===== config.mk =====
export PLATFORM = sky130hd
export DESIGN_NAME = mmu_xlate_top
export DESIGN_NICKNAME = d
export VERILOG_FILES = /design/src/rtl/mmu_xlate_pkg.sv /design/src/rtl/mmu_dspace_sel.sv /design/src/rtl/mmu_xlate_core.sv /design/src/rtl/mmu_fault_status.sv /design/src/rtl/mmu_xlate_top.sv
export SDC_FILE = /design/constraint.sdc
export NUM_CORES = 1
export LEC_CHECK = 0
export ABC_CLOCK_PERIOD_IN_PS = 2750
export CAP_MARGIN = 20
export CORE_MARGIN = 5
export CORE_UTILIZATION = 36
export CTS_CLUSTER_DIAMETER = 80
export DETAILED_ROUTE_END_ITERATION = 8
export PLACE_DENSITY = 0.74
export SYNTH_ARGS = -nofsm -noshare
export SYNTH_HDL_FRONTEND = slang
export SYNTH_SLANG_ARGS = --single-unit

===== constraint.sdc =====
create_clock -name clk_i -period 2.75 [get_ports clk_i]
set_clock_uncertainty 0.15 [all_clocks]
set_input_delay 0.55 -clock clk_i [delete_from_list [all_inputs] [get_ports clk_i]]
set_output_delay 0.55 -clock clk_i [all_outputs]
set_load 0.005 [all_outputs]

===== src/rtl/mmu_xlate_pkg.sv =====
package mmu_xlate_pkg;
  localparam int ST_EN    = 0;
  localparam int ST_MAINT = 8;
  localparam int ST_NR    = 15;
  localparam int ST_LEN   = 14;
  localparam int ST_RO    = 13;
  localparam logic [15:0] ST_HOLE_MASK  = 16'h0C00;
  localparam logic [15:0] ST_PROT_KEEP  = 16'h00FE;
  localparam logic [15:0] ST_CAP_CLEAR  = 16'hF07E;
  localparam logic [2:0]  AC_RW         = 3'd6;

  typedef enum logic [1:0] {
    MODE_KERN = 2'd0,
    MODE_SUPV = 2'd1,
    MODE_RSVD = 2'd2,
    MODE_USER = 2'd3
  } run_mode_e;

  typedef struct packed {
    logic odd;
    logic nonres;
    logic rdonly;
    logic length;
  } fault_t;
endpackage


===== src/rtl/mmu_dspace_sel.sv =====
module mmu_dspace_sel
  import mmu_xlate_pkg::*;
(
  input  logic [1:0] mode_i,
  input  logic       dspace_i,
  input  logic [2:0] dsp_en_i,
  output logic       use_d_o
);
  logic mode_en;

  always_comb begin
    unique case (run_mode_e'(mode_i))
      MODE_KERN: mode_en = dsp_en_i[2];
      MODE_SUPV: mode_en = dsp_en_i[1];
      MODE_USER: mode_en = dsp_en_i[0];
      default:   mode_en = 1'b0;
    endcase
  end

  assign use_d_o = dspace_i & mode_en;
endmodule


===== src/rtl/mmu_xlate_core.sv =====
module mmu_xlate_core
  import mmu_xlate_pkg::*;
#(
  parameter int VA_W      = 16,
  parameter int PAGE_W    = 3,
  parameter int BLK_SHIFT = 6,
  parameter int PA_W      = 22,
  parameter int PA_NARW_W = 18
) (
  input  logic [VA_W-1:0]           va_i,
  input  logic                      wr_i,
  input  logic                      byte_i,
  input  logic                      xlate_i,
  input  logic                      wide_i,
  input  logic [PA_W-BLK_SHIFT-1:0] par_i,
  input  logic [15:0]               pdr_i,
  output logic [PA_W-1:0]           pa_o,
  output fault_t                    flt_o
);
  localparam int OFF_W = VA_W - PAGE_W;
  localparam int BLK_W = OFF_W - BLK_SHIFT;

  logic [PA_W-1:0]  sum;
  logic [2:0]       ac;
  logic [BLK_W-1:0] blk, len;
  logic             dir_down, odd, nonres, wr_bad, acc_fail, len_bad;
  logic             unused_pdr;

  assign unused_pdr = ^{pdr_i[15], pdr_i[7:4]};

  assign sum = {par_i, {BLK_SHIFT{1'b0}}} + PA_W'(va_i[OFF_W-1:0]);

  always_comb begin
    if (!xlate_i)   pa_o = PA_W'(va_i);
    else if (wide_i) pa_o = sum;
    else            pa_o = PA_W'(sum[PA_NARW_W-1:0]);
  end

  assign ac       = pdr_i[2:0];
  assign blk      = va_i[OFF_W-1:BLK_SHIFT];
  assign len      = pdr_i[8+BLK_W-1:8];
  assign dir_down = pdr_i[3];

  assign odd      = ~byte_i & va_i[0];
  assign nonres   = xlate_i & (ac[1:0] == 2'b00);
  assign wr_bad   = xlate_i & wr_i & (ac != AC_RW);
  assign acc_fail = nonres | wr_bad;
  assign len_bad  = xlate_i & ~acc_fail & (dir_down ? (blk < len) : (blk > len));

  assign flt_o.odd    = odd;
  assign flt_o.nonres = ~odd & nonres;
  assign flt_o.rdonly = ~odd & wr_bad;
  assign flt_o.length = ~odd & len_bad;
endmodule


===== src/rtl/mmu_fault_status.sv =====
module mmu_fault_status
  import mmu_xlate_pkg::*;
#(
  parameter int PAGE_W = 3
) (
  input  logic              clk_i,
  input  logic              rst_ni,
  input  logic              sw_we_i,
  input  logic [15:0]       sw_wdata_i,
  input  logic              cap_i,
  input  logic              nonres_i,
  input  logic              rdonly_i,
  input  logic              length_i,
  input  logic [1:0]        mode_i,
  input  logic [PAGE_W-1:0] page_i,
  input  logic              dspace_i,
  output logic [15:0]       status_o
);
  logic [15:0] st_q, sw_val, cap_val;
  logic        locked;

  assign locked = |st_q[ST_NR:ST_RO];

  always_comb begin
    sw_val = sw_wdata_i & ~ST_HOLE_MASK;
    if (sw_val[ST_EN]) sw_val[ST_NR:ST_RO] = 3'b000;
    if (locked && !sw_val[ST_EN]) sw_val = sw_val & ST_PROT_KEEP;
  end

  always_comb begin
    cap_val           = st_q & ~ST_CAP_CLEAR;
    cap_val[ST_NR]    = nonres_i;
    cap_val[ST_LEN]   = length_i;
    cap_val[ST_RO]    = rdonly_i;
    cap_val[6:5]      = mode_i;
    cap_val[4]        = dspace_i;
    cap_val[PAGE_W:1] = page_i;
  end

  always_ff @(posedge clk_i or negedge rst_ni) begin
    if (!rst_ni)                st_q <= '0;
    else if (sw_we_i)           st_q <= sw_val;
    else if (cap_i && !locked)  st_q <= cap_val;
  end

  assign status_o = st_q;
endmodule


===== src/rtl/mmu_xlate_top.sv =====
module mmu_xlate_top
  import mmu_xlate_pkg::*;
#(
  parameter int VA_W      = 16,
  parameter int PAGE_W    = 3,
  parameter int BLK_SHIFT = 6,
  parameter int PA_W      = 22,
  parameter int PA_NARW_W = 18
) (
  input  logic                      clk_i,
  input  logic                      rst_ni,
  input  logic                      req_i,
  input  logic [VA_W-1:0]           req_va_i,
  input  logic                      req_wr_i,
  input  logic                      req_byte_i,
  input  logic                      req_dspace_i,
  input  logic [1:0]                req_mode_i,
  input  logic [4:0]                ext_ctl_i,
  output logic [1:0]                lk_mode_o,
  output logic [PAGE_W-1:0]         lk_page_o,
  output logic                      lk_dspace_o,
  input  logic [PA_W-BLK_SHIFT-1:0] lk_par_i,
  input  logic [15:0]               lk_pdr_i,
  input  logic                      sw_we_i,
  input  logic [15:0]               sw_wdata_i,
  output logic [15:0]               status_o,
  output logic [PA_W-1:0]           io_base_o,
  output logic                      rsp_valid_o,
  output logic [PA_W-1:0]           rsp_pa_o,
  output logic                      rsp_abort_o,
  output logic                      rsp_trap4_o,
  output logic                      rsp_trap250_o,
  output logic                      set_trap_o,
  output logic [1:0]                set_trap_mode_o,
  output logic [PAGE_W-1:0]         set_trap_page_o,
  output logic                      set_trap_dspace_o
);
  localparam int IO_SPAN_W = VA_W - PAGE_W;
  localparam logic [PA_W-1:0] IO_BASE_OFF  = PA_W'({PAGE_W{1'b1}}) << IO_SPAN_W;
  localparam logic [PA_W-1:0] IO_BASE_NARW = ((PA_W'(1) << PA_NARW_W) - 1) & ~((PA_W'(1) << IO_SPAN_W) - 1);
  localparam logic [PA_W-1:0] IO_BASE_WIDE = ~((PA_W'(1) << IO_SPAN_W) - 1);

  logic            use_d, xlate, any_flt, unused_ext;
  logic [PA_W-1:0] pa;
  fault_t          flt;

  assign unused_ext = ext_ctl_i[3];

  mmu_dspace_sel u_dsel (
    .mode_i   (req_mode_i),
    .dspace_i (req_dspace_i),
    .dsp_en_i (ext_ctl_i[2:0]),
    .use_d_o  (use_d)
  );

  assign lk_mode_o   = req_mode_i;
  assign lk_page_o   = req_va_i[VA_W-1 -: PAGE_W];
  assign lk_dspace_o = use_d;

  assign xlate = status_o[ST_EN] | (req_wr_i & status_o[ST_MAINT]);

  mmu_xlate_core #(
    .VA_W(VA_W), .PAGE_W(PAGE_W), .BLK_SHIFT(BLK_SHIFT),
    .PA_W(PA_W), .PA_NARW_W(PA_NARW_W)
  ) u_core (
    .va_i    (req_va_i),
    .wr_i    (req_wr_i),
    .byte_i  (req_byte_i),
    .xlate_i (xlate),
    .wide_i  (ext_ctl_i[4]),
    .par_i   (lk_par_i),
    .pdr_i   (lk_pdr_i),
    .pa_o    (pa),
    .flt_o   (flt)
  );

  mmu_fault_status #(.PAGE_W(PAGE_W)) u_stat (
    .clk_i      (clk_i),
    .rst_ni     (rst_ni),
    .sw_we_i    (sw_we_i),
    .sw_wdata_i (sw_wdata_i),
    .cap_i      (req_i & (flt.nonres | flt.rdonly | flt.length)),
    .nonres_i   (flt.nonres),
    .rdonly_i   (flt.rdonly),
    .length_i   (flt.length),
    .mode_i     (req_mode_i),
    .page_i     (lk_page_o),
    .dspace_i   (use_d),
    .status_o   (status_o)
  );

  always_comb begin
    if (!status_o[ST_EN])   io_base_o = IO_BASE_OFF;
    else if (ext_ctl_i[4])  io_base_o = IO_BASE_WIDE;
    else                    io_base_o = IO_BASE_NARW;
  end

  assign any_flt = flt.odd | flt.nonres | flt.rdonly | flt.length;

  always_ff @(posedge clk_i or negedge rst_ni) begin
    if (!rst_ni) begin
      rsp_valid_o       <= 1'b0;
      rsp_pa_o          <= '0;
      rsp_abort_o       <= 1'b0;
      rsp_trap4_o       <= 1'b0;
      rsp_trap250_o     <= 1'b0;
      set_trap_o        <= 1'b0;
      set_trap_mode_o   <= '0;
      set_trap_page_o   <= '0;
      set_trap_dspace_o <= 1'b0;
    end else begin
      rsp_valid_o   <= req_i;
      rsp_abort_o   <= req_i & any_flt;
      rsp_trap4_o   <= req_i & (flt.odd | flt.nonres);
      rsp_trap250_o <= req_i & ~(flt.odd | flt.nonres) & (flt.rdonly | flt.length);
      set_trap_o    <= req_i & req_wr_i & any_flt;
      if (req_i) begin
        rsp_pa_o          <= pa;
        set_trap_mode_o   <= req_mode_i;
        set_trap_page_o   <= lk_page_o;
        set_trap_dspace_o <= use_d;
      end
    end
  end
endmodule


Word-level counts from Yosys, hierarchy flattened
Cells that the tools add are included.
Storage, ports and cells
  output and inout bits: 77
  bits in registers: 49
  memories: 0
  latch bits: 0
  RAM bits: 0
  memory bits (read-only): 0
  logic and storage cells: 65
Cells by class
  mux-type cells: 10
  shift-type cells: 0
  $mul: 0
  reductions and logical operators: 8
  magnitude comparators: 2
  bitwise operators: 30
  eq/ne operators: 3
  div/mod/pow operators: 0
  add/subtract/negate cells: 1
Operators by type and width (number)
  22-bit two-way mux: 4
  16-bit two-way mux: 3
  22-bit by 13-bit adder with 22-bit output: 1
  1-bit AND: 18
  1-bit bitwise OR: 8
  7-bit > comparator: 1
  7-bit less-than comparator: 1
  2-bit zero test: 2
  1-bit inverter: 4
  3-bit two-way mux: 1
  3-bit inequality test (second input constant): 1
  1-bit one-hot mux with 3 select lines: 1
  3-bit OR reduction: 1
  2-bit by 1-bit equality test with 1-bit output (second input constant): 1
  2-bit equality test (second input constant): 1
  1-bit logical AND: 2
  1-bit zero test: 2
  2-bit nonzero test: 1
  1-bit two-way mux: 1

Depth between registers and ports, before layout
Gate-level depths: netlist of the first run.
  depth in word-level cells: 14
  mapped depth: 10
  depth with buffers taken out: 8

Modules after synthesis
Synthesis of the first run repeated with hierarchy kept, for this count alone.
Unflattened totals
  cells, all modules: 302
  area total of the unflattened synthesis: 3220.6 um2
By module, submodules not included
  mmu_xlate_top: seq. area each 825.8 um2, times used 1, cells each 103, area each 1560.2 um2
  mmu_xlate_core: seq. area each 0.0 um2, times used 1, cells each 139, area each 952.2 um2
  mmu_fault_status: seq. area each 350.3 um2, times used 1, cells each 57, area each 676.9 um2
  mmu_dspace_sel: seq. area each 0.0 um2, times used 1, cells each 3, area each 31.3 um2

Least setup slack after synthesis of the first run
Ideal clock, no wire load.
  path kind: input to register
  from: input port lk_pdr_i[12]
  to: register u_stat.st_q[3], in the netlist u_stat.status_o[3]
  data required time: 2506 ps
  library setup time: 94 ps
  stages on the path: 10
  arrival time: 2257 ps
  setup slack: 249 ps
  cell sequence: inv_1 -> ha_1 -> a211oi_2 -> o21bai_1 -> o21ai_0 -> or3b_1 -> buf_2 -> a21o_1 -> buf_6 -> a221oi_2
On the way
  cells in the longest elaborated chain, start to end: 8
RTL lines
  start: declaration: line mmu_xlate_top.sv:23  | input logic [15:0] lk_pdr_i,
  7-bit > comparator or 7-bit less-than comparator (tied branches): line mmu_xlate_core.sv:48  | assign len_bad = xlate_i & ~acc_fail & (dir_down ? (blk < len) : (blk > len));
  1-bit two-way mux *: line mmu_xlate_core.sv:48
  1-bit AND *: line mmu_xlate_core.sv:48
  1-bit AND *: line mmu_xlate_core.sv:53  | assign flt_o.length = ~odd & len_bad;
  1-bit bitwise OR *: line mmu_xlate_top.sv:82  | .cap_i (req_i & (flt.nonres | flt.rdonly | flt.length)),
  1-bit AND *: line mmu_xlate_top.sv:82
  1-bit logical AND *: line mmu_fault_status.sv:43  | else if (cap_i && !locked) st_q <= cap_val;
  2-bit nonzero test (no source line) *
  end signal: assignment: line mmu_fault_status.sv:42  | else if (sw_we_i) st_q <= sw_val;
  end signal: assignment: line mmu_fault_status.sv:43
  end: declaration: line mmu_fault_status.sv:19  | logic [15:0] st_q, sw_val, cap_val;
Mark *: on every way between the ends. The rest lies on a longest branch, timed or not.
A chain may end at the register's enable or synchronous reset.

Final worst setup path of the first run
  from: input port req_va_i[9]
  to: register u_stat.st_q[1], in the netlist u_stat.status_o[1]
On the way
  cells in the longest elaborated chain, start to end: 8
RTL lines
  start: declaration: line mmu_xlate_top.sv:13  | input logic [VA_W-1:0] req_va_i,
  7-bit > comparator or 7-bit less-than comparator (tied branches): line mmu_xlate_core.sv:48
  1-bit two-way mux *: line mmu_xlate_core.sv:48
  1-bit AND *: line mmu_xlate_core.sv:48
  1-bit AND *: line mmu_xlate_core.sv:53
  1-bit bitwise OR *: line mmu_xlate_top.sv:82
  1-bit AND *: line mmu_xlate_top.sv:82
  1-bit logical AND *: line mmu_fault_status.sv:43
  2-bit nonzero test (no source line) *
Marks and branches as above.

==> results of run 1 <==
==> path summary, 6_finish.rpt <==
| kind | start | slack, ns | depth (start not counted) | end |
|---|---|---|---|---|
| worst min register to register | rsp_pa_o[21]$_DFFE_PN0P_ | 0.35 | 1 | rsp_pa_o[21]$_DFFE_PN0P_ |
| max in group asynchronous | rst_ni | 1.76 | 2 | u_stat.status_o[8]$_DFFE_PN0P_ |
| worst min-delay path | rst_ni | 0.08 | 1 | rsp_pa_o[5]$_DFFE_PN0P_ |
| worst max register to register | u_stat.status_o[0]$_DFFE_PN0P_ | 0.63 | 7 | u_stat.status_o[1]$_DFFE_PN0P_ |
| worst max-delay path | req_va_i[9] | 0.02 | 9 | u_stat.status_o[1]$_DFFE_PN0P_ |
| min in group clk_i | rsp_pa_o[21]$_DFFE_PN0P_ | 0.35 | 1 | rsp_pa_o[21]$_DFFE_PN0P_ |
==> state kept, by name, summed over array words and instances, names as in the netlist, 2 cells and up <==
signal / count
rsp_pa_o: 22
set_trap_mode_o: 2
set_trap_page_o: 3
u_stat.status_o: 14
==> synth_stat cells (2+ instances only) <==
cell       count  area share, %
a311oi_1       2           0.59
o21bai_1       3           0.76
o31ai_1        2           0.51
mux2_2        16            6.1
mux2i_1        2           0.68
nor2_1        25            3.2
nand3_1       11            1.9
or3_1          3           0.64
and3_1         4           0.85
clkbuf_1       9            1.1
xnor2_1        8            2.4
ha_1          14            5.9
inv_1         23            2.9
nand3b_1       3           0.76
nor3_1         3           0.51
a31oi_1        5            1.1
nor2b_1        3           0.64
o22ai_1        3           0.64
and2_1         2           0.42
o21ai_0       10            1.7
a21oi_1       18            3.1
a21o_1         4            1.0
conb_1         2           0.25
a2111oi_1      6            2.0
dfrtp_1       47             40
nand2_1       20            2.5
nand2b_1       2           0.42
buf_4         28            7.1
a221oi_2       6            3.1
o2bb2ai_1      6            1.8
xor2_1         2           0.59
==> cell type report <==
class,count,area (um2)
clock buffers,5,68.8
clock inverters,3,43.8
fillers,712,3410
inverters,24,90.1
multi-input cells,214,1600
flip-flops and latches,47,1180
well taps,105,131
repair buffers,162,1570
==> power by group <==
group	switching [mW]	leakage (nW)	total, mW	internal (mW)
Combinational	0.284	1.43	0.690	0.406
Clock	0.244	0.0581	0.515	0.271
Sequential	0.0499	0.569	0.817	0.768
Total	0.578	2.06	2.02	1.45
==> per-stage QoR <==
| step | power, mW | worst slack, ns | utilization (%) | std cells |
|---|---|---|---|---|
| after floorplan | 1.11 | 0.249 | - | 325 |
| after global placement | 1.48 | -0.429 | 54.4 | 551 |
| after detailed placement | 1.49 | -0.453 | 54.4 | 551 |
| after CTS | 2.02 | 0.00450 | 55.8 | 559 |
| after global routing | 2.14 | -0.0496 | 57.9 | 560 |
| final | 2.02 | 0.0243 | 57.9 | 560 |
==> timing repair <==
item,in CTS,in global routing
setup buffers,0,1
setup endpoints to repair,11,13
gates resized for setup,1,30
pin swaps,2,10
gates cloned,0,0
==> metal layers <==
layer	routed length (um)	track usage [%]	up-vias
met5	0	0	-
met1	3620	20.8	1278
met2	4500	29.4	108
met3	571	3.32	6
li1	-	-	1339
met4	62	3.21	0
==> logic make-up (layout without fill, tap and decap cells) <==
logic type                 count (synthesis)  after routing  share of synthesized area (%)
and+or+nand+nor                           82             82                           13.5
AOI/OAI and AO/OA                         71             71                           18.0
buffers and inverters                     64            194                           12.0
DFF                                       47             47                           39.8
muxes                                     18             18                           6.78
adders and majority gates                 15             15                           6.61
xor gates and xnor gates                  10             10                           2.97
other                                      2             18                          0.254
==> results.sh, run 1 <==
export IMPL_root_buffer="clkbuf_8"
export IMPL_clkSinkCount=47
export IMPL_worst_setup_path_end_kind="flip-flop"
export IMPL_routedWlPerCell_um=15.6
export IMPL_fmax_ghz=0.367
export IMPL_fin_nets=547
export IMPL_place_area_um2=4400
export IMPL_final_area_um2=4680
export IMPL_first_pass_iters=4
export IMPL_numCtsBuffers=5
export IMPL_drtIter0Drc=91
export IMPL_synth_seq_cells=47
export IMPL_grt_total_usage_pct=16.5
export IMPL_die_width_um=101
export IMPL_viasPerCell=4.88
export IMPL_tritoncts="done"
export IMPL_synth_warnings=0
export IMPL_ctsHoldBuffers=0
export IMPL_ys_flop_type="dfrtp_1"
export IMPL_hold_viol=0
export IMPL_syn_area_per_cell_um2=9.55
export IMPL_relSlewSlack_pct=61.3
export IMPL_path_cells="clkdlybuf4s50_1, ha_1, nand4_1, a21oi_2, nor3_2, or3b_4, a21o_1, buf_6, a221oi_2"
export IMPL_finalSetupViolCount=0
export IMPL_status="finished, final reports clean"
export IMPL_layout_common_cells="118 x clkdlybuf4s50_1, 47 x dfrtp_1, 32 x buf_4"
export IMPL_path_clk_slew_ns=0.09
export IMPL_dr_total_vias=2731
export IMPL_drc_errors=0
export IMPL_cpMaxStageDelayCell="or3b_4"
export IMPL_cp_num_buf_inv=2
export IMPL_layout_commonest_cell="clkdlybuf4s50_1"
export IMPL_holdWs_ns=0.0843
export IMPL_clockBufferDepth=2
export IMPL_drv_slew=0
export IMPL_finalCritPeriodShare_pct=99.1
export IMPL_die_area_um2=10100
export IMPL_cp_top_family="simple AND/OR/NAND/NOR gates"
export IMPL_yosysSeqAreaShare_pct=39.8
export IMPL_grt_pass1_vias=2735
export IMPL_setup_tns_ns=0
export IMPL_worstSetupStartpointType="input pin"
export IMPL_ant_nets=0
export IMPL_min_period_ns=2.73
export IMPL_rows=33
export IMPL_vdd_ir_drop_max_v=0.000233
export IMPL_grt_pass1_wl_mm=13.4
export IMPL_num_io_pins=155
export IMPL_async_flop_share_pct=100
export IMPL_core_area_um2=8090
export IMPL_required_ns=2.81
export IMPL_syn_instance_count=309
export IMPL_overflow=0
export IMPL_grt_max_degree=33
export IMPL_fp_dieH_um=101
export IMPL_htreeDepth=2
export IMPL_synthDistinctLibCells=48
export IMPL_port_buffers=128
export IMPL_p_leak_nw=2.06
export IMPL_wl_mm=8.75
export IMPL_path_max_fanout=6
export IMPL_antenna_diode_count=0
export IMPL_worst_setup_path_type="in -> reg"
export IMPL_clock_latency_ns=0.30
export IMPL_gp_congestion=0.794
export IMPL_worst_ep_arrival_time_ns=2.79
export IMPL_synth_area_um2=2950
export IMPL_layout_drive_gt1_share_pct=18.2
export IMPL_drv_cap=0
export IMPL_hpwl_mm=6.77
export IMPL_synth_edf_count=0
export IMPL_hold_path_class="in -> async"
export IMPL_areaGrowthSynthToFinish_pct=58.7
export IMPL_initial_core_util_pct=36.5
export IMPL_antenna_found_initial=0
export IMPL_tightest_slew_ns=0.581
export IMPL_power_density_nw_per_um2=432
export IMPL_slowest_delay_ns=0.46
(Power assumes the default switching activity.)
==> run 2, diff against run 1 <==
Settings changed: ABC_AREA set to 1, GPL_TIMING_DRIVEN set to 0.
==> run 2 against run 1 <==
Against the previous run: hold slack worse by 0.025 ns; critical path depth down 4; count of clock-buffer cells in the layout rose by 1; final cell count up 18%; via count increased by 9.8%; synthesized area increased by 0.47%; cell area decreased by 2.6%; critical path type is now in -> out; largest cell class is now buffers.
==> results.sh, run 2 <==
export IMPL_status="finished, final reports clean"
export IMPL_postCtsSetupRepairBufs=0
export IMPL_vdd_ir_drop_max_v=0.000191
export IMPL_synth_warnings=0
export IMPL_holdWs_ns=0.0595
export IMPL_antenna_found_initial=0
export IMPL_yosysSeqAreaShare_pct=39.7
export IMPL_reg2reg_depth=11
export IMPL_clockBufferDepth=2
export IMPL_viasPerCell=4.54
export IMPL_path_max_fanout=4
export IMPL_finalCritPeriodShare_pct=94.6
export IMPL_layout_common_cells="136 x nand2_1, 125 x clkdlybuf4s50_1, 47 x dfrtp_1"
export IMPL_tritoncts="done"
export IMPL_core_area_um2=8130
export IMPL_die_area_um2=10200
export IMPL_register_area_um2=1180
export IMPL_timing_rr_start="u_stat.status_o[0]$_DFFE_PN0P_"
export IMPL_synth_common_cells="136 x nand2_1, 47 x dfrtp_1, 42 x inv_1"
export IMPL_gp_congestion=0.867
export IMPL_drtIter0Drc=95
export IMPL_clock_latency_ns=0.30
export IMPL_htreeDepth=2
export IMPL_syn_area_per_cell_um2=7.34
export IMPL_synth_area_um2=2970
export IMPL_synth_top_area_share_pct=39.7
export IMPL_async_flop_share_pct=100
export IMPL_fill_cells=780
export IMPL_relSlewSlack_pct=63.1
export IMPL_fmax_ghz=0.384
export IMPL_dp_slack_ns=-0.0840
export IMPL_finalSetupViolCount=0
export IMPL_syn_instance_count=404
export IMPL_hpwl_mm=7.14
export IMPL_first_pass_iters=4
export IMPL_worst_setup_path_type="in -> out"
export IMPL_path_clk_slew_ns=0.09
export IMPL_power_density_nw_per_um2=424
export IMPL_tightest_slew_ns=0.554
export IMPL_drv_slew=0
export IMPL_ys_flop_type="dfrtp_1"
export IMPL_root_buffer="clkbuf_8"
export IMPL_synth_area_top_cells="dfrtp_1 40%, nand2_1 17%, buf_4 7.1%, ha_1 5.9%, nand3_1 5.4%"
export IMPL_port_buffers=127
export IMPL_largest_reg_flops=22
export IMPL_drc_errors=0
export IMPL_wl_mm=8.74
export IMPL_ant_nets=0
export IMPL_synth_seq_cells=47
export IMPL_drv_cap=0
export IMPL_synth_edf_count=0
export IMPL_critical_path_startpoint="ext_ctl_i[4]"
export IMPL_fin_ws_ns=0.149
export IMPL_clkSinkCount=47
export IMPL_min_period_ns=2.60
export IMPL_fin_nets=648
export IMPL_layout_commonest_cell="nand2_1"
export IMPL_grt_pass1_vias=3059
export IMPL_required_ns=2.05
export IMPL_grt_pass1_wl_mm=14.2
export IMPL_dr_total_vias=2999
export IMPL_worstSetupStartpointType="input pin"
export IMPL_hold_viol=0
export IMPL_grt_max_degree=28
export IMPL_numCtsBuffers=5
export IMPL_initial_core_util_pct=36.5
export IMPL_overflow=0
export IMPL_regMostFlops="rsp_pa_o"
export IMPL_layout_drive_gt1_share_pct=9.17
export IMPL_synthDistinctLibCells=30
export IMPL_rsz0062_at_grt="no"
export IMPL_worst_ep_arrival_time_ns=1.90
export IMPL_antenna_diode_count=0
export IMPL_areaGrowthSynthToFinish_pct=53.8
export IMPL_multi_input_area_um2=1440
export IMPL_grt_total_usage_pct=17.2
export IMPL_synth_top_area_cell="dfrtp_1"
export IMPL_r2r_slack_ns=0.90
export IMPL_p_leak_nw=2.33
export IMPL_yosysMostFrequentCell="nand2_1"
export IMPL_worst_setup_path_end_kind="output pin"
export IMPL_num_io_pins=155
export IMPL_rows=33
export IMPL_fp_dieH_um=101
export IMPL_die_width_um=101
export IMPL_routedWlPerCell_um=13.2
export IMPL_hold_path_class="in -> async"
## run 2: cell count changes after synthesis, moves of 4 or more
cell,before,now
nand2_1,20,136
nand3_1,11,32
inv_1,23,42
mux2_2,16,0
o21ai_0,10,24
xnor2_1,8,1
a2111oi_1,6,0
a221oi_2,6,0
o2bb2ai_1,6,0
a31oi_1,5,1
and3_1,4,0
## run 2: layer usage
layer	global-route usage (%)	share of wire, %	vias to the layer above
met5	0	0	-
met4	3.94	0.95	0
met3	3.67	7.7	6
met2	30.6	50	108
met1	21.2	42	1351
li1	-	-	1534
## run 2: logic make-up after synthesis
kind of cell / synth area share, %
compound gates: 9.16
xor+xnor: 1.77
fa+ha+maj: 6.58
buf+inv: 14.3
flops: 39.7
other cells: 0.253
simple gates: 28.3
## run 2: worst max-delay path, cell delays in order
cell and delay (ns):
clkdlybuf4s50_1 0.55, nand2_1 0.07, inv_1 0.11, buf_4 0.12
clkdlybuf4s50_1 0.50
## run 2: worst paths after layout
| path | to |
|---|---|
| worst min register to register | rsp_pa_o[2]$_DFFE_PN0P_ |
| max in group asynchronous | rsp_pa_o[18]$_DFFE_PN0P_ |
| worst max register to register | u_stat.status_o[1]$_DFFE_PN0P_ |
| min in group clk_i | rsp_pa_o[2]$_DFFE_PN0P_ |
| worst min-delay path | u_stat.status_o[3]$_DFFE_PN0P_ |
| worst max-delay path | io_base_o[21] |
## run 2: final cells by class
type / instances / area share, %
repair buffers: 128 / 28.3
clock buffers: 6 / 1.81
well taps: 105 / 2.88
multi-input cells: 291 / 31.6
flip-flops and latches: 47 / 25.8
inverters: 43 / 3.54
clock inverters: 2 / 0.357
plain buffers: 39 / 5.76
## run 2: what timing repair did
action,CTS,global route
setup endpoints to repair,1,1
gates resized for setup,3,1
hold buffers,0,0
pin swaps,0,1
## run 2: power breakdown
group	total, mW	switching, mW	internal (mW)
Combinational	0.668	0.291	0.377
Sequential	0.819	0.0479	0.771
Clock	0.448	0.242	0.206
## run 2: through the flow
step	power [mW]	utilization, %	TNS (ns)	std cells	area [um2]
finish	1.93	56.1	0	661	4560
global route	2.06	56.1	0	661	4560
CTS	1.97	56.0	0	661	4560
detailed placement	1.50	54.6	-0.118	653	4440
floorplan	1.11	-	0	420	3030
global placement	1.48	54.4	-18.94	652	4430
==> run 3, diff against run 2 <==
Settings changed: ABC_AREA 1 to not set, SETUP_SLACK_MARGIN set to 0.05.
==> run 3 against run 2 <==
Against the previous run: sequential cell count did not move; sequential share of layout area shrank 0.45 points; count of clock-buffer cells in the layout grew 1; total power up 1.7%; global-route usage about the same; first-iteration DRC count is 52% lower; critical path depth unchanged; register-to-register slack worse by 0.42 ns; highest routed layer unchanged; core utilization up 1.3 points; maximum frequency fell by 1.9%; cell area is 1.8% higher.
==> results.sh, run 3 (same netlist as run 1, synthesis figures left out) <==
export IMPL_fmax_ghz=0.377
export IMPL_clkSinkCount=47
export IMPL_root_buffer="clkbuf_8"
export IMPL_place_area_um2=4450
export IMPL_worst_setup_path_end_kind="output pin"
export IMPL_vdd_ir_drop_max_v=0.000236
export IMPL_wl_mm=8.93
export IMPL_rows=33
export IMPL_drc_errors=0
export IMPL_reg2reg_depth=8
export IMPL_power_density_nw_per_um2=424
export IMPL_drtIter0Drc=46
export IMPL_rsz0062_at_grt="no"
export IMPL_regMostFlops="rsp_pa_o"
export IMPL_largest_reg_flops=22
export IMPL_crit_path_frequent_cell="clkdlybuf4s50_1"
export IMPL_fin_ws_ns=0.0980
export IMPL_hpwl_mm=7.09
export IMPL_worstSetupStartpointType="input pin"
export IMPL_ctsHoldBuffers=0
export IMPL_gp_congestion=0.820
export IMPL_dp_slack_ns=-0.474
export IMPL_r2r_end="u_stat.status_o[1]$_DFFE_PN0P_"
export IMPL_num_io_pins=155
export IMPL_fill_cells=751
export IMPL_path_clk_slew_ns=0.09
export IMPL_layout_cells_non_filler=568
export IMPL_grt_use_met3_pct=4.78
export IMPL_htreeDepth=2
export IMPL_worst_ep_arrival_time_ns=1.95
export IMPL_antenna_found_initial=0
export IMPL_fp_dieH_um=101
export IMPL_setup_tns_ns=0
export IMPL_timing_rr_start="u_stat.status_o[0]$_DFFE_PN0P_"
export IMPL_fin_nets=555
export IMPL_layout_commonest_cell="clkdlybuf4s50_1"
export IMPL_cp_top_family="buffers and inverters"
export IMPL_path_max_fanout=5
export IMPL_required_ns=2.05
export IMPL_relSlewSlack_pct=54.5
export IMPL_drv_slew=0
export IMPL_finalSetupViolCount=0
export IMPL_antenna_diode_count=0
export IMPL_power_mw=1.97
export IMPL_r2r_slack_ns=0.48
export IMPL_multi_input_area_um2=1570
export IMPL_grt_max_degree=28
export IMPL_numCtsBuffers=5
export IMPL_cp_num_buf_inv=2
export IMPL_cpMaxStageDelayCell="clkdlybuf4s50_1"
export IMPL_met2_usage_pct=30.8
export IMPL_dr_total_vias=2737
export IMPL_clockBufferDepth=2
export IMPL_tightest_slew_ns=0.683
export IMPL_register_area_um2=1180
export IMPL_layout_common_cells="113 x clkdlybuf4s50_1, 47 x dfrtp_1, 29 x buf_4"
export IMPL_path_cells="clkdlybuf4s50_1, nand3_1, o21ai_0, and2_4, clkdlybuf4s50_1"
export IMPL_status="finished, final reports clean"
export IMPL_finalCritPeriodShare_pct=96.4
export IMPL_initial_core_util_pct=36.5
export IMPL_grt_total_usage_pct=17.2
export IMPL_worst_setup_path_type="in -> out"
export IMPL_hold_path_class="in -> async"
export IMPL_p_leak_nw=2.02
export IMPL_viasPerCell=4.82
export IMPL_hold_viol=0
export IMPL_die_width_um=101
export IMPL_areaGrowthSynthToFinish_pct=57.2
export IMPL_port_buffers=128
export IMPL_tritoncts="done"
export IMPL_final_util_pct=57.3
export IMPL_slowest_delay_ns=0.56
export IMPL_overflow=0
export IMPL_grt_pass1_vias=2756
export IMPL_layout_drive_gt1_share_pct=17.7
export IMPL_clock_latency_ns=0.30
export IMPL_die_area_um2=10100
export IMPL_core_area_um2=8090
export IMPL_drv_cap=0
export IMPL_postCtsSetupRepairBufs=0
export IMPL_first_pass_iters=4
export IMPL_routedWlPerCell_um=15.7
export IMPL_grt_pass1_wl_mm=13.9
export IMPL_top_usage_layer="met2"
export IMPL_ant_nets=0
export IMPL_holdWs_ns=0.131
export IMPL_grtUsageMet1_pct=21.0
export IMPL_final_area_um2=4640
export IMPL_dp_cells=559
export IMPL_min_period_ns=2.65
run 3: cell types whose count changed in the layout (fill, tap and decap cells not counted), sizes merged, moves of 7 or more:
cell / before / now
xnor2: 1 / 8
clkdlybuf4s50: 125 / 113
o21ai: 24 / 10
dlygate4sd2: 0 / 13
mux2: 0 / 16
inv: 42 / 23
nand3: 32 / 11
nand2: 140 / 20
run 3: worst max path at each step:
stage,start,end,slack (ns),cells past startpoint
2_1_floorplan,lk_pdr_i[12],u_stat.status_o[3]$_DFFE_PN0P_,0.25,10
3_3_place_gp,req_va_i[10],set_trap_o$_DFF_PN0_,-0.46,9
3_5_place_dp,lk_pdr_i[12],u_stat.status_o[15]$_DFFE_PN0P_,-0.47,11
4_1_cts,lk_pdr_i[9],u_stat.status_o[2]$_DFFE_PN0P_,0.05,11
5_1_grt,lk_par_i[0],rsp_pa_o[12]$_DFFE_PN0P_,0.05,9
6_report,req_mode_i[1],lk_dspace_o,0.1,5
run 3: layout make-up:
class / count / area share [%]
Tap cell: 105 / 2.83
Sequential cell: 47 / 25.3
Timing Repair Buffer: 130 / 28.0
Inverter: 24 / 1.94
Clock buffer: 7 / 2.08
Clock inverter: 1 / 0.162
Buffer: 40 / 5.82
Multi-Input combinational cell: 214 / 33.9
run 3: routing by layer:
layer | part of all wire (%) | vias up
met5 | 0 | -
met4 | 0.77 | 0
met3 | 7.4 | 9
met2 | 51 | 98
met1 | 41 | 1285
li1 | - | 1345
run 3: worst reg2reg max path, delay by kind of cell, from the launching register on:
| family | cells | cell delay, ns |
|---|---|---|
| flip-flops | 1 | 0.53 |
| buffers and inverters | 2 | 0.29 |
| AND/OR/NAND/NOR | 2 | 0.56 |
| AO/OA/AOI/OAI | 4 | 0.65 |
run 3: power by group:
part | switching [mW] | leakage (nW) | internal, mW
combinational | 0.285 | 1.40 | 0.398
clock | 0.241 | 0.0505 | 0.229
sequential | 0.0463 | 0.569 | 0.767
total | 0.572 | 2.02 | 1.39
run 3: repair_timing:
action,4_1_cts,5_1_grt
resized for setup,29,8
gates cloned,1,0
setup endpoints to repair,15,15
pin swaps,15,7
